`config.mk`:
```
export PLATFORM = sky130hd
export DESIGN_NAME = dc9_serializer
export DESIGN_NICKNAME = d
export VERILOG_FILES = /design/src/rtl/dc9_pkg.sv /design/src/rtl/dc9_tick.sv /design/src/rtl/dc9_shifter.sv /design/src/rtl/dc9_align.sv /design/src/rtl/dc9_serializer.sv
export SDC_FILE = /design/constraint.sdc
export NUM_CORES = 1
export LEC_CHECK = 0
export ABC_AREA = 1
export BUFFER_PORTS_ARGS = -buffer_cell sky130_fd_sc_hd__buf_2
export CAP_MARGIN = 0
export CORE_MARGIN = 2
export CORE_UTILIZATION = 50
export CTS_BUF_LIST = sky130_fd_sc_hd__clkbuf_8
export DETAILED_ROUTE_END_ITERATION = 8
export GPL_TIMING_DRIVEN = 0
export PLACE_DENSITY_LB_ADDON = 0.25
export SYNTH_ARGS = -nofsm -noshare
export SYNTH_HDL_FRONTEND = slang
export SYNTH_SLANG_ARGS = --single-unit
```
`constraint.sdc`:
```
create_clock -name clk -period 4.37 [get_ports clk]
set_input_delay 0.2185 -clock clk [delete_from_list [all_inputs] [get_ports clk]]
set_output_delay 0.2185 -clock clk [all_outputs]
set_load 0.02 [all_outputs]
```
`src/rtl/dc9_pkg.sv`:
```
package dc9_pkg;
  localparam int WORD_W = 9;
  localparam int BYTE_W = 8;

  typedef enum logic [1:0] {
    ST_IDLE  = 2'd0,
    ST_SHIFT = 2'd1,
    ST_GAP   = 2'd2,
    ST_TAIL  = 2'd3
  } dc9_state_t;
endpackage

```
`src/rtl/dc9_tick.sv`:
```
// Half-period strobe generator for the serial clock.
module dc9_tick #(
  parameter int HALF_DIV = 13
) (
  input  logic clk,
  input  logic rst,
  input  logic en,
  output logic tick
);
  localparam int CW = (HALF_DIV > 1) ? $clog2(HALF_DIV) : 1;
  localparam logic [CW-1:0] LAST = CW'(HALF_DIV - 1);

  logic [CW-1:0] cnt;

  always_ff @(posedge clk) begin
    if (rst || !en) begin
      cnt <= '0;
    end else if (cnt == LAST) begin
      cnt <= '0;
    end else begin
      cnt <= cnt + 1'b1;
    end
  end

  assign tick = en && (cnt == LAST);
endmodule

```
`src/rtl/dc9_shifter.sv`:
```
// Shifts one word MSB first in mode 0; pulses done after the last high phase.
module dc9_shifter #(
  parameter int W = 9
) (
  input  logic         clk,
  input  logic         rst,
  input  logic         load,
  input  logic [W-1:0] word,
  input  logic         tick,
  output logic         sclk,
  output logic         mosi,
  output logic         active,
  output logic         done
);
  localparam int BW = $clog2(W);
  localparam logic [BW-1:0] LASTBIT = BW'(W - 1);

  logic [W-1:0]  sh;
  logic [BW-1:0] bits;

  always_ff @(posedge clk) begin
    if (rst) begin
      sh     <= '0;
      sclk   <= 1'b0;
      active <= 1'b0;
      done   <= 1'b0;
      bits   <= '0;
    end else begin
      done <= 1'b0;
      if (load) begin
        sh     <= word;
        sclk   <= 1'b0;
        active <= 1'b1;
        bits   <= '0;
      end else if (active && tick) begin
        if (!sclk) begin
          sclk <= 1'b1;
        end else begin
          sclk <= 1'b0;
          if (bits == LASTBIT) begin
            active <= 1'b0;
            done   <= 1'b1;
          end else begin
            sh   <= {sh[W-2:0], 1'b0};
            bits <= bits + 1'b1;
          end
        end
      end
    end
  end

  assign mosi = sh[W-1];
endmodule

```
`src/rtl/dc9_align.sv`:
```
// Tracks the burst bit count modulo the byte width.
module dc9_align #(
  parameter int W      = 9,
  parameter int BYTE_W = 8
) (
  input  logic clk,
  input  logic rst,
  input  logic clear,
  input  logic step,
  output logic aligned
);
  localparam int MW = $clog2(BYTE_W);
  localparam logic [MW-1:0] STEP = MW'(W % BYTE_W);

  logic [MW-1:0] phase;

  always_ff @(posedge clk) begin
    if (rst) begin
      phase <= '0;
    end else if (clear && step) begin
      phase <= STEP;
    end else if (clear) begin
      phase <= '0;
    end else if (step) begin
      phase <= phase + STEP;
    end
  end

  assign aligned = (phase == '0);
endmodule

```
`src/rtl/dc9_serializer.sv`:
```
module dc9_serializer #(
  parameter int         HALF_DIV = 13,
  parameter logic [7:0] PAD_OP   = 8'h5C
) (
  input  logic       clk,
  input  logic       rst,
  input  logic       in_valid,
  output logic       in_ready,
  input  logic [7:0] in_byte,
  input  logic       in_is_cmd,
  input  logic       in_last,
  output logic       sclk,
  output logic       mosi,
  output logic       cs_n,
  output logic       busy
);
  import dc9_pkg::*;
  localparam int W = WORD_W;

  dc9_state_t state;
  logic       last_q;
  logic       accept, pad_load, load;
  logic [W-1:0] word_in;
  logic       tick, sh_active, sh_done, aligned;

  assign in_ready = (state == ST_IDLE) || (state == ST_GAP);
  assign accept   = in_valid && in_ready;
  assign pad_load = (state == ST_SHIFT) && sh_done && last_q && !aligned;
  assign load     = accept || pad_load;
  assign word_in  = pad_load ? {1'b0, PAD_OP} : {~in_is_cmd, in_byte};
  assign busy     = (state != ST_IDLE);

  dc9_tick #(.HALF_DIV(HALF_DIV)) u_tick (
    .clk  (clk),
    .rst  (rst),
    .en   (sh_active || (state == ST_TAIL)),
    .tick (tick)
  );

  dc9_shifter #(.W(W)) u_shift (
    .clk    (clk),
    .rst    (rst),
    .load   (load),
    .word   (word_in),
    .tick   (tick),
    .sclk   (sclk),
    .mosi   (mosi),
    .active (sh_active),
    .done   (sh_done)
  );

  dc9_align #(.W(W), .BYTE_W(BYTE_W)) u_align (
    .clk     (clk),
    .rst     (rst),
    .clear   (accept && (state == ST_IDLE)),
    .step    (load),
    .aligned (aligned)
  );

  always_ff @(posedge clk) begin
    if (rst) begin
      state  <= ST_IDLE;
      cs_n   <= 1'b1;
      last_q <= 1'b0;
    end else begin
      case (state)
        ST_IDLE: if (accept) begin
          state  <= ST_SHIFT;
          cs_n   <= 1'b0;
          last_q <= in_last;
        end
        ST_SHIFT: if (sh_done) begin
          if (!last_q)      state <= ST_GAP;
          else if (aligned) state <= ST_TAIL;
        end
        ST_GAP: if (accept) begin
          state  <= ST_SHIFT;
          last_q <= in_last;
        end
        default: if (tick) begin
          state <= ST_IDLE;
          cs_n  <= 1'b1;
        end
      endcase
    end
  end
endmodule

```
== After elaboration in Yosys (flattened, before gate mapping) ==
Cells that the tools add are included.
Widths: inputs -> output; s select.

* Flip-flop bits (word level): 27
* Word-level logic and storage cells: 87
* Output and inout port bits: 5
* Input bits: 13

* $add $sub $neg: 3
* Equality and inequality tests: 10
* Multiplexer cells: 23
* Reductions and logical operators: 35
* Bitwise logic cells: 5

{| class="wikitable"
|+ Operators by type and width
! kind !! number
|-
| $mux 9 || 5
|-
| $reduce_and 3->1 || 4
|-
| $mux 1 || 11
|-
| $mux 2 || 5
|-
| $reduce_bool 2->1 || 5
|-
| $add 4x1->4 const B || 2
|-
| $eq 4x4->1 const B || 2
|-
| $logic_and 1x1->1 || 8
|-
| $reduce_or 2->1 || 4
|-
| $ne 2x1->1 const B || 3
|-
| $reduce_bool 3->1 || 2
|-
| $not 1->1 || 5
|-
| $eq 2x2->1 const B || 2
|-
| $logic_or 1x1->1 || 4
|-
| $pmux 2 s2 || 1
|-
| $reduce_and 4->1 || 1
|-
| $reduce_or 4->1 || 1
|-
| $add 3x1->3 const B || 1
|-
| $logic_not 3->1 || 1
|-
| $ne 3x3->1 const B || 1
|-
| $reduce_or 3->1 || 1
|-
| $eq 2x1->1 const B || 1
|-
| $logic_not 1->1 || 2
|-
| $logic_not 2->1 || 1
|-
| other kinds (3) || 3
|}

== Longest topological paths before layout ==
* Depth in word-level cells: 8
* Gate-level depth with buffers: 11
* Depth with buffers taken out: 11

== By module ==
A second synthesis with hierarchy kept.

* Cell total of the unflattened synthesis: 230
* Area total of the unflattened synthesis: 1631.6 um2

{| class="wikitable"
|+ By module, submodules not included
! module !! sequential area each (um2) !! instances !! area an instance (um2) !! cells an instance
|-
| dc9_shifter || 320.3 || 1 || 847.1 || 112
|-
| dc9_serializer || 80.1 || 1 || 434.2 || 70
|-
| dc9_tick || 80.1 || 1 || 187.7 || 24
|-
| dc9_align || 60.1 || 1 || 162.7 || 24
|}

== Worst setup path before layout ==
Ideal clock, no wire load.

* Kind: reg2reg
* Start: reg state[0]
* End: reg u_shift.bits[0]
* Setup time: 70 ps
* Data required time: 4300 ps
* Setup slack: 2792 ps
* Buffers on the path: 0
* Clock period less this slack: 1578 ps
* Data arrival time: 1509 ps
* Stages on the path, launching flop included: 10
* Path through: dfxtp_1 > inv_1 > ha_1 > inv_2 > nand2_2 > nand2_2 > nand2_1 > nor2_1 > inv_1 > a21oi_1

* Elaborated cells between the ends (all ways): 15
* Classes of those cells: eq/ne: 3; reduce/logical: 12

{| class="wikitable"
|+ RTL lines
! item !! line !! RTL
|-
| from (decl) || dc9_serializer.sv:20 || <nowiki>dc9_state_t state;</nowiki>
|-
| from (signal assigned) || dc9_serializer.sv:62 || <nowiki>state <= ST_IDLE;</nowiki>
|-
| from (signal assigned) || dc9_serializer.sv:68 || <nowiki>state <= ST_SHIFT;</nowiki>
|-
| from (signal assigned) || dc9_serializer.sv:73 || <nowiki>if (!last_q) state <= ST_GAP;</nowiki>
|-
| $eq 2x2->1 or $logic_not 2->1 (tied branches) || dc9_serializer.sv:26 || <nowiki>assign in_ready = (state == ST_IDLE) || (state == ST_GAP);</nowiki>
|-
| $logic_or 1x1->1 * || dc9_serializer.sv:26 ||
|-
| named net in_ready || dc9_serializer.sv:8 || <nowiki>output logic in_ready,</nowiki>
|-
| $logic_and 1x1->1 * || dc9_serializer.sv:27 || <nowiki>assign accept = in_valid && in_ready;</nowiki>
|-
| $logic_or 1x1->1 * || dc9_serializer.sv:29 || <nowiki>assign load = accept || pad_load;</nowiki>
|-
| $reduce_or 2->1 (no source line) * || -- ||
|-
| to (signal assigned) || dc9_shifter.sv:45 || <nowiki>bits <= bits + 1'b1;</nowiki>
|-
| to (decl) || dc9_shifter.sv:19 || <nowiki>logic [BW-1:0] bits;</nowiki>
|}

The timed path passes the listed nets; every way through them passes the cells marked *.
A chain may end at the register's enable or synchronous reset.

== Worst setup path after layout ==
* Start: reg state[1]
* End: reg u_shift.bits[3]

* Cells in the longest elaborated chain, start to end: 6
* Elaborated cells between the ends (all ways): 15
* Classes of those cells: eq/ne: 3; reduce/logical: 12

{| class="wikitable"
|+ RTL lines
! item !! line !! RTL
|-
| $eq 2x1->1 || dc9_serializer.sv:28 || <nowiki>assign pad_load = (state == ST_SHIFT) && sh_done && last_q && !aligned;</nowiki>
|-
| $logic_and 1x1->1 (3 in a row) || dc9_serializer.sv:28 ||
|-
| $logic_or 1x1->1 || dc9_serializer.sv:29 ||
|-
| $reduce_or 2->1 (no source line) || -- ||
|}

Several ways; a longest one is shown, not always the timed one.

==> parameters.txt <==
Parameter                              Value

Timing
  Fmax ... 0.5743 GHz
  Setup ws final ... 2.629 ns
  Worst-Margin Slew ... 0.3556 ns
  Count of final hold-check violations ... 0
  Setup TNS ... 0 ns
  Fin. max-slew vios ... 0
  Crit share post-route ... 0.3984
  Max transition margin ... 0.7623
  Unrepaired setup endpoints after global routing ... false
  Post-route minimum period ... 1.741 ns
  Final setup violation count ... 0
  Post-route clock skew ... 0.006031 ns

Cells and area
  Share of cells above drive strength 1 ... 0.1688
  Layout fillers ... 285
  Net count of the finished layout ... 262
  Signed area change from the synthesized netlist to the final layout ... 11.30%
  Antenna Cells ... 0
  Fin cells ... 270

Clock tree
  CTS max path bufs ... 2
  Clock insertion delay at the later pin of the skew report ... 0.27 ns
  CTS Root Buffer Type ... sky130_fd_sc_hd__clkbuf_8
  CTS tree ... yes
  # resized after CTS ... 0
  Number of clock sinks seen by CTS ... 27
  Number of buffers added for setup after CTS ... 0
  Number of buffers added by the clock tree synthesis step ... 3
  Clock transition time at the flip-flop clock pins of the worst setup and hold paths ... 0.09 ns
  Hold buffer count at CTS ... 0
  CTS H-tree depth ... 1

Critical path
  Number of buffers and inverters on the critical path ... 3
  Startpoint type of the worst setup path ... register
  Cell occurring most often along the worst timing path ... sky130_fd_sc_hd__inv_1
  Max Fanout on Critical Path ... 8
  Worst r2r src ... state[1]$_SDFFE_PP0P_
  CP startpoint ... state[1]$_SDFFE_PP0P_
  CP max-delay cell ... sky130_fd_sc_hd__dfxtp_1
  WP data required ... 4.57 ns
  Cell breakdown of the critical path ... inv_1 > ha_1 > nand2_1 > inv_1 > nand3_1 > nand2_1 > nor2_1 > inv_1 > a21oi_1
  Data arrival at the endpoint of the critical path ... 1.95 ns
  Largest stage delay on the critical path ... 0.39 ns
  Top delay family on crit path ... simple AND/OR/NAND/NOR gates
  CP endpoint kind ... register
  Start-to-end type of the worst setup path ... register to register

Yosys
  Proportion of netlist area held by the largest area contributor ... 0.3538
  Unique cell type count in the Yosys netlist ... 27
  Synth area leader ... sky130_fd_sc_hd__dfxtp_1
  Share of the yosys chip area belonging to registers ... 0.3538
  Most instantiated flip-flop cell in the synthesis netlist ... sky130_fd_sc_hd__dfxtp_1
  Area contributors post-synth ... sky130_fd_sc_hd__dfxtp_1, sky130_fd_sc_hd__nand2_1, sky130_fd_sc_hd__ha_1
  Post-Syn Nets ... 240
  Number of storage elements in the synthesis netlist ... 27
  Post-synthesis async set-or-reset flop share ... 0
  Netlist Area Pre-Place ... 1528 um^2
  Cell count after synthesis ... 216
  Most frequent cells after synthesis ... sky130_fd_sc_hd__nand2_1, sky130_fd_sc_hd__inv_1, sky130_fd_sc_hd__nor2_1
  Number of enable-type register cells in the synthesized netlist ... 0
  Warnings, synthesis ... 0
  Avg Cell Area, Syn ... 7.073 um^2
  Most used standard cell by instance count after synthesis ... sky130_fd_sc_hd__nand2_1

Global routing
  Number of global-route vias before repair ... 1117
  Combined global-route utilization of all metal layers ... 0.1711
  Antenna violations before repair ... 0
  First-pass GRT wire length ... 4705 um
  Total overflow reported by the global router ... 0
  Maximum number of pins on one net before global-route repair ... 16

Detailed routing
  DRC violation total after the first TritonRoute iteration ... 46
  Sum of routed wire length over all layers ... 2759 um
  Routed wl met3 ... 77 um
  Via Count ... 1294
  Met2 layer wire length in the routed design ... 1228 um
  Average via count per standard cell ... 4.793
  Per-cell routed wire length ... 10.22 um
  DR DRC count ... 0
  1st-pass router iterations ... 4
  Top sig layer ... met4
  Met1 wire length ... 1414 um
  Remaining antenna violation count after routing ... 0

Floorplan
  Total core area ... 2978 um^2
  # IOs ... 18
  Initial core utilization ... 0.5130
  Core Rows ... 20
  Die width ... 59.28 um
  Die extent in y ... 59.28 um
  Die ar. ... 3514 um^2

Pwr
  Share of total power in sequential cells ... 0.350
  Combinational share of power ... 0.498
  Power per cell area ... 547.4 nW/um^2
  Switching fraction of total power ... 0.4301
  Leakage power of the design ... 0.8258 nW
  Internal Pwr Total ... 0.5305 mW
  Net switching power ... 0.4003 mW
  Part of the total power dissipated in the clock network ... 0.152
  VDD IR-drop max ... 250.0 uV

Worst hold path
  Class of the worst hold path ... input port to register
  HP Start ... rst

Placed design
  Port Buffers ... 17
  Routability-driven placement congestion ratio ... 0.8601
  Total instance count after detailed placement ... 266
  Pre-CTS setup slack ... 2.627 ns
  Detailed-placement wirelength estimate ... 2123 um

Status
  Result of the run ... finished clean

Job
  Max Cap Violations ... 0
routing by layer:
metal,GRT usage,up-vias
met2,0.2637,21
li1,-,717
met5,0,-
met1,0.2425,552
met4,0.06494,0
met3,0.02183,4
cells by family (layout without fill, tap and decap cells):
family                   after synthesis  count (layout)  synth area share
AND/OR/NAND/NOR                      115             115            0.3530
buffers and inverters                 35              56           0.09582
flip-flops                            27              27            0.3538
AO/OA/AOI/OAI                         26              26           0.09583
adder cells (fa/ha/maj)               11              11           0.09009
XOR/XNOR                               2               2           0.01147
cells in the final DEF, fill, tap and decap left out, types with 2 or more instances in the layout:
cell type                  Yosys  final
sky130_fd_sc_hd__nand2_2       3      3
sky130_fd_sc_hd__buf_2         0     17
sky130_fd_sc_hd__nor2_4        3      3
sky130_fd_sc_hd__inv_1        32     32
sky130_fd_sc_hd__nand4_1       2      2
sky130_fd_sc_hd__nand2_1      56     56
sky130_fd_sc_hd__nor2_2        2      2
sky130_fd_sc_hd__ha_1         11     11
sky130_fd_sc_hd__dfxtp_1      27     27
sky130_fd_sc_hd__a21oi_1      13     13
sky130_fd_sc_hd__clkbuf_8      0      3
sky130_fd_sc_hd__nor2_1       30     30
sky130_fd_sc_hd__nand3_1      14     14
sky130_fd_sc_hd__o21ai_0       8      8
power groups by stage:
stage	Combinational (mW)	Sequential, mW	Clock (mW)
final	0.464	0.325	0.141
after global routing	0.530	0.331	0.153
after CTS	0.468	0.325	0.147
after detailed placement	0.466	0.331	0
after global placement	0.458	0.329	0
after floorplan	0.367	0.332	0
layout make-up:
type,instances,area (um^2),area share
Tap cell,33,41.29,0.02428
Sequential cell,27,540.5,0.3179
Inverter,33,123.9,0.07285
Buffer,2,22.52,0.01325
Clock buffer,3,41.29,0.02428
Multi-Input combinational cell,154,840.8,0.4945
Timing Repair Buffer,17,85.08,0.05004
Clock inverter,1,5.005,0.002943
through the flow:
step	hold WS, ns	power, mW	utilization	cell area [um^2]
floorplan	0.2809	0.6993	-	1528
global placement	0.4453	0.7878	0.5555	1654
detailed placement	0.4557	0.7970	0.5555	1654
CTS	0.1921	0.9399	0.5710	1700
global route	0.2086	1.014	0.5710	1700
finish	0.1890	0.9308	0.5710	1700
state kept, by name (all words and copies together) (netlist names):
name            cells
u_align.phase       3
u_shift.bits        4
u_shift.sh          9
last_q              1
u_shift.done        1
u_shift.sclk        1
cs_n                1
state               2
u_tick.cnt          4
u_shift.active      1
worst register-to-register path: cells and delay by family (launching register included):
family,cells,cell delay [ns]
AND/OR/NAND/NOR,4,0.68
flip-flops,1,0.39
buffers and inverters,3,0.26
adder cells (fa/ha/maj),1,0.22
AO/OA/AOI/OAI,1,0.13
worst paths after layout:
check / to / slack, ns / cells after the start
worst max-delay path: u_shift.bits[3]$_SDFFE_PP0P_ / 2.63 / 9
worst min-delay path: u_shift.sh[6]$_SDFFE_PP0P_ / 0.19 / 2
worst max register to register: u_shift.bits[3]$_SDFFE_PP0P_ / 2.63 / 9
worst min register to register: u_shift.active$_SDFFE_PP0P_ / 0.47 / 2
Note: power is estimated with default switching activity, not from simulation.
